$ cat src/rtl/lq_entry_array.sv
module lq_entry_array #(
   parameter int DEPTH  = 16,
   parameter int ADDR_W = 32,
   parameter int SEQ_W  = 16,
   parameter int IDX_W  = 4
) (
   input  logic                          clk,
   input  logic                          rst_n,
   input  logic                          alloc_en,
   input  logic [IDX_W-1:0]              alloc_slot,
   input  logic                          alloc_unc,
   input  logic [SEQ_W-1:0]              alloc_seq,
   input  logic                          awr_en,
   input  logic [IDX_W-1:0]              awr_slot,
   input  logic [ADDR_W-1:0]             awr_addr,
   input  logic                          ret_en,
   input  logic [IDX_W-1:0]              ret_slot,
   output logic [DEPTH-1:0]              live,
   output logic [DEPTH-1:0]              known,
   output logic [DEPTH-1:0]              uncached,
   output logic [DEPTH-1:0][ADDR_W-1:0]  addr,
   output logic [DEPTH-1:0][SEQ_W-1:0]   seq
);
   for (genvar i = 0; i < DEPTH; i++) begin : g_slot
      localparam logic [IDX_W-1:0] SLOT = IDX_W'(i);
      always_ff @(posedge clk) begin
         if (!rst_n) begin
            live[i]     <= 1'b0;
            known[i]    <= 1'b0;
            uncached[i] <= 1'b0;
            addr[i]     <= '0;
            seq[i]      <= '0;
         end else begin
            if (ret_en && ret_slot == SLOT) begin
               live[i]     <= 1'b0;
               known[i]    <= 1'b0;
               uncached[i] <= 1'b0;
            end
            if (alloc_en && alloc_slot == SLOT) begin
               live[i]     <= 1'b1;
               known[i]    <= 1'b0;
               uncached[i] <= alloc_unc;
               seq[i]      <= alloc_seq;
            end
            if (awr_en && awr_slot == SLOT && live[i]) begin
               known[i] <= 1'b1;
               addr[i]  <= awr_addr;
            end
         end
      end
   end
endmodule

$ cat config.mk
export PLATFORM = sky130hd
export DESIGN_NAME = lq_entry_array
export DESIGN_NICKNAME = d
export VERILOG_FILES = /design/src/rtl/lq_entry_array.sv
export SDC_FILE = /design/constraint.sdc
export NUM_CORES = 2
export LEC_CHECK = 0
export BUFFER_PORTS_ARGS = -buffer_cell sky130_fd_sc_hd__buf_2
export CORE_AREA = 2 2 347 349
export CTS_CLUSTER_SIZE = 16
export DETAILED_ROUTE_END_ITERATION = 8
export DIE_AREA = 0 0 349 351
export SLEW_MARGIN = 30
export SYNTH_ARGS = -nofsm -noshare
export SYNTH_HDL_FRONTEND = slang
export SYNTH_SLANG_ARGS = --single-unit
$ cat constraint.sdc
create_clock -name clk -period 1.12 [get_ports clk]
set_input_delay 0.056 -clock clk [delete_from_list [all_inputs] [get_ports clk]]
set_output_delay 0.056 -clock clk [all_outputs]
set_load 0.05 [all_outputs]
# == Word-level counts from Yosys, hierarchy flattened ==
# Index checks and enable logic that the tools add are counted.
# op_classes
eq_ne,45
muxes,80
n_reduce_logical,99
# ops
op,n
$eq A4 B4 Y1 const B,24
$mux W1,80
$logic_and A1 B1 Y1,64
$eq A4 B3 Y1 const B,12
$reduce_bool A3 Y1,16
$reduce_bool A2 Y1,16
$eq A4 B2 Y1 const B,6
$eq A4 B1 Y1 const B,3
$logic_not A4 Y1,3
# totals
reg_bits,816
in_bits,66
output_inout_bits,816

# == Longest topological paths before layout ==
# depth
word_depth,5
depth_mapped,6

# == Worst setup path before layout ==
# OpenSTA, ideal clock, no wires.
# synth_path
path_type,flip-flop to flip-flop
from,register live[0]
to,register addr[18] in the netlist's numbering
setup_time_ns,0.120
t_arrival_ns,1.474
required_time_ns,1.000
slack_ns,-0.473
stages_incl_launch_ff,5
path_buffers,1
path_cell_list,dfxtp_1 > or3b_1 > clkbuf_1 > o21ai_0 > a21boi_1
# synth_between
elab_chain_len,1
# synth_lines
item,line_no,rtl
"start, declared",18,"output logic [DEPTH-1:0] live,"
"start signal, assigned by index",28,live[i] <= 1'b0;
"start signal, assigned by index",35,live[i] <= 1'b0;
"start signal, assigned by index",40,live[i] <= 1'b1;
$logic_and A1 B1 Y1,45,if (awr_en && awr_slot == SLOT && live[i]) begin
"end signal, assigned by index",47,addr[i] <= awr_addr;
"end, declared",21,"output logic [DEPTH-1:0][ADDR_W-1:0] addr,"
# No other way between the ends.
# A chain may end at the register's enable or synchronous reset.

# == Final worst setup path ==
# layout_path
from,register live[3]
to,register addr[119] in the netlist's numbering
# Same word-level chain as after synthesis.

==> results.ini <==
[cts]
htreeDepth=3
cts_root_buf=clkbuf_16
numCtsBuffers=91
clock-sinks=816
clock_latency_ns=0.68
cts_tree=yes
path_clk_slew_ns=0.07
cts_max_path_buffers=3

[cells_and_area]
mostFrequentLayoutCell=dfxtp_2
register_area_um2=17500
area_delta_synth_final_pct=78.8
nets=4964
fill_cells=10100
layout_common_cells=dfxtp_2 (770), buf_8 (647), o21ai_0 (610)
drive_gt1_share_pct=55.4
multiInputGateArea_um2=16800

[detailed_routing]
drt-vias-per-instance=5.67
first_iter_violations=3578
vias=37000
wl_met3_um=20100
wl_met2_um=81800
wl_per_cell_um=28.5
drc_errors=0
drt_wl_total_um=186000
dr.pass1.iters=6
wl_met1_um=71500
ant_nets=0
routed.top_layer=met5

[sta]
finalClockSkew_ns=0.0303
hold_ws_ns=0.0682
fin_crit_ns=1.45
tightest_slew_ns=0.693
finalSetupViolations=1344
fin_ws_ns=-0.330
slew_viol_final=0
fin_crit_sh_pct=129
rsz0062_at_grt=true
hold_viol_final=0
relSlewSlack_pct=53.8
fmax_ghz=0.690
finalSetupTns_ns=-181.99

[synth]
synth_top_area_share_pct=49.0
ys_types=27
yosys.area.top_type=dfxtp_1
synth_cells=3869
synth.avg_cell_area_um2=8.62
synth_area_leaders=dfxtp_1 (49%), nand3_1 (12%), o21ai_0 (12%)
synth_seq_area_share_pct=49.0
synth_area_um2=33300
synth.net_count=3935
ys_seq_elements=816
yosysWarningCount=0

[power]
power_mw=67.4
p_leak_nw=21.4
power_frac_seq_pct=43.3
ir_drop_uv=1360
p_clk_share_pct=46.4
switchingPower_mw=17.9
p_comb_share_pct=10.3
power_density_nw_per_um2=1130
sw_frac_of_total_pct=26.5
intPower_mw=49.5

[critical_path]
crit_arrival_ns=1.98
crit_slowest_cell=or3b_4
rr_startpoint=live[3]
reg2reg_slack_ns=-0.33
cp_max_fo=32
cp_cell_sequence=or3b_4 -> o21ai_0 -> a21boi_0
cp-start-kind=flop
required_ns=1.65
cpPeakStageDelay_ns=0.55
end_kind=flop
reg2reg_to=addr[119]
crit_type=flop to flop
worstRegToRegCells=3

[floorplanning]
core_um2=119000
die_area_um2=122000
start_util_pct=28.0
num_rows=127
die_h_um=351
ios=882
die_x_um=349

[worst_hold_path]
min_path_type=primary input to flop
holdPathStages=6
min_from=alloc_slot[1]
hold_end=seq[213]

[place]
portBuffers=881
dp_hpwl_um=112000
gp_congestion=0.823
place_ws_ns=-0.335

[grt]
grt_max_degree=79
grt_pass1_vias=33900
grt_use_total_pct=26.6
antenna_found_initial=15
grt_pass1_wl_um=242000
grt_overflow_total=0

[outcome]
status=finished, violations left
violations=setup timing

[run]
drv_cap=0

[Yosys cell counts]
library cell	number
dfxtp_1	816
nand3_1	791
o21ai_0	776
a21boi_1	463
clkbuf_1	360
a21boi_0	321
buf_2	137
nand2_1	51
o22ai_1	32
o21ai_1	24
buf_4	23
nand3b_1	14
and3b_1	12
buf_1	12
and3_1	6
or3b_1	6
clkbuf_2	5
nand2b_1	4
nor3b_2	4
buf_6	3
nor2b_1	2
nor3b_4	2
and2_1	1
nor2_1	1
or2_1	1
or2_2	1
or3b_2	1
[power by group through the flow]
stage	sequential (mW)	combinational, mW	clock, mW
2_1_floorplan	30.4	2.21	0
3_3_place_gp	29.9	5.84	0
3_5_place_dp	29.9	5.84	0
4_1_cts	29.3	6.42	31.5
5_1_grt	29.2	7.08	32.6
6_report	29.2	6.94	31.3
[registers in the layout, summed over array words and instances, names as in the netlist]
name and count:
addr 512, seq 256, known 16, live 16
uncached 16
[what timing repair did]
item,CTS,global route
endpoints found under the setup margin,1193,1389
hold buffers,71,1
hold endpoints to repair,797,1
cloned,14,48
pin swaps,9,195
setup buffers,44,83
gates resized for setup,3242,667
[critical path, delay by kind of cell (launching register included)]
family | cells | cell delay (ns)
flip-flops | 1 | 0.34
AO/OA/AOI/OAI | 2 | 0.38
AND/OR/NAND/NOR | 1 | 0.55
[worst max-delay path by stage]
stage | startpoint | end | slack [ns] | cells after the start
global route | live[1] | addr[60] | -0.39 | 6
finish | live[3] | addr[119] | -0.33 | 3
detailed placement | alloc_slot[3] | seq[19] | -0.34 | 6
CTS | live[3] | live[3] | -0.40 | 3
global placement | awr_slot[3] | addr[238] | -0.30 | 7
floorplan | live[1] | addr[34] | -0.20 | 4
[logic make-up after synthesis]
group           Yosys count  synth area share [%]
compound gates         1616                  30.3
buf+inv                 540                  6.94
flops                   816                  49.0
simple gates            897                  13.8
[area by class of cell]
class                           instances  share of cell area [%]
Antenna cell                            9                  0.0378
Clock buffer                          121                    4.26
Timing Repair Buffer                 1470                    34.0
Sequential cell                       816                    29.3
Multi-Input combinational cell       2519                    28.3
Tap cell                             1548                    3.25
Clock inverter                         39                   0.844
[through the flow]
stage               utilization (%)  cell area (um^2)  std cells
detailed placement             35.6             42300       6104
finish                         50.1             59600       6522
floorplan                         -             33800       3869
CTS                            46.8             55700       6392
global route                   50.1             59600       6513
global placement               35.6             42300       6104
[layer usage]
metal / vias to the layer above / global-route usage [%]
met5: - / 0
met2: 2334 / 41.4
met1: 18100 / 33.3
met3: 628 / 7.55
li1: 15900 / -
met4: 10 / 14.2
(Power assumes the default switching activity.)
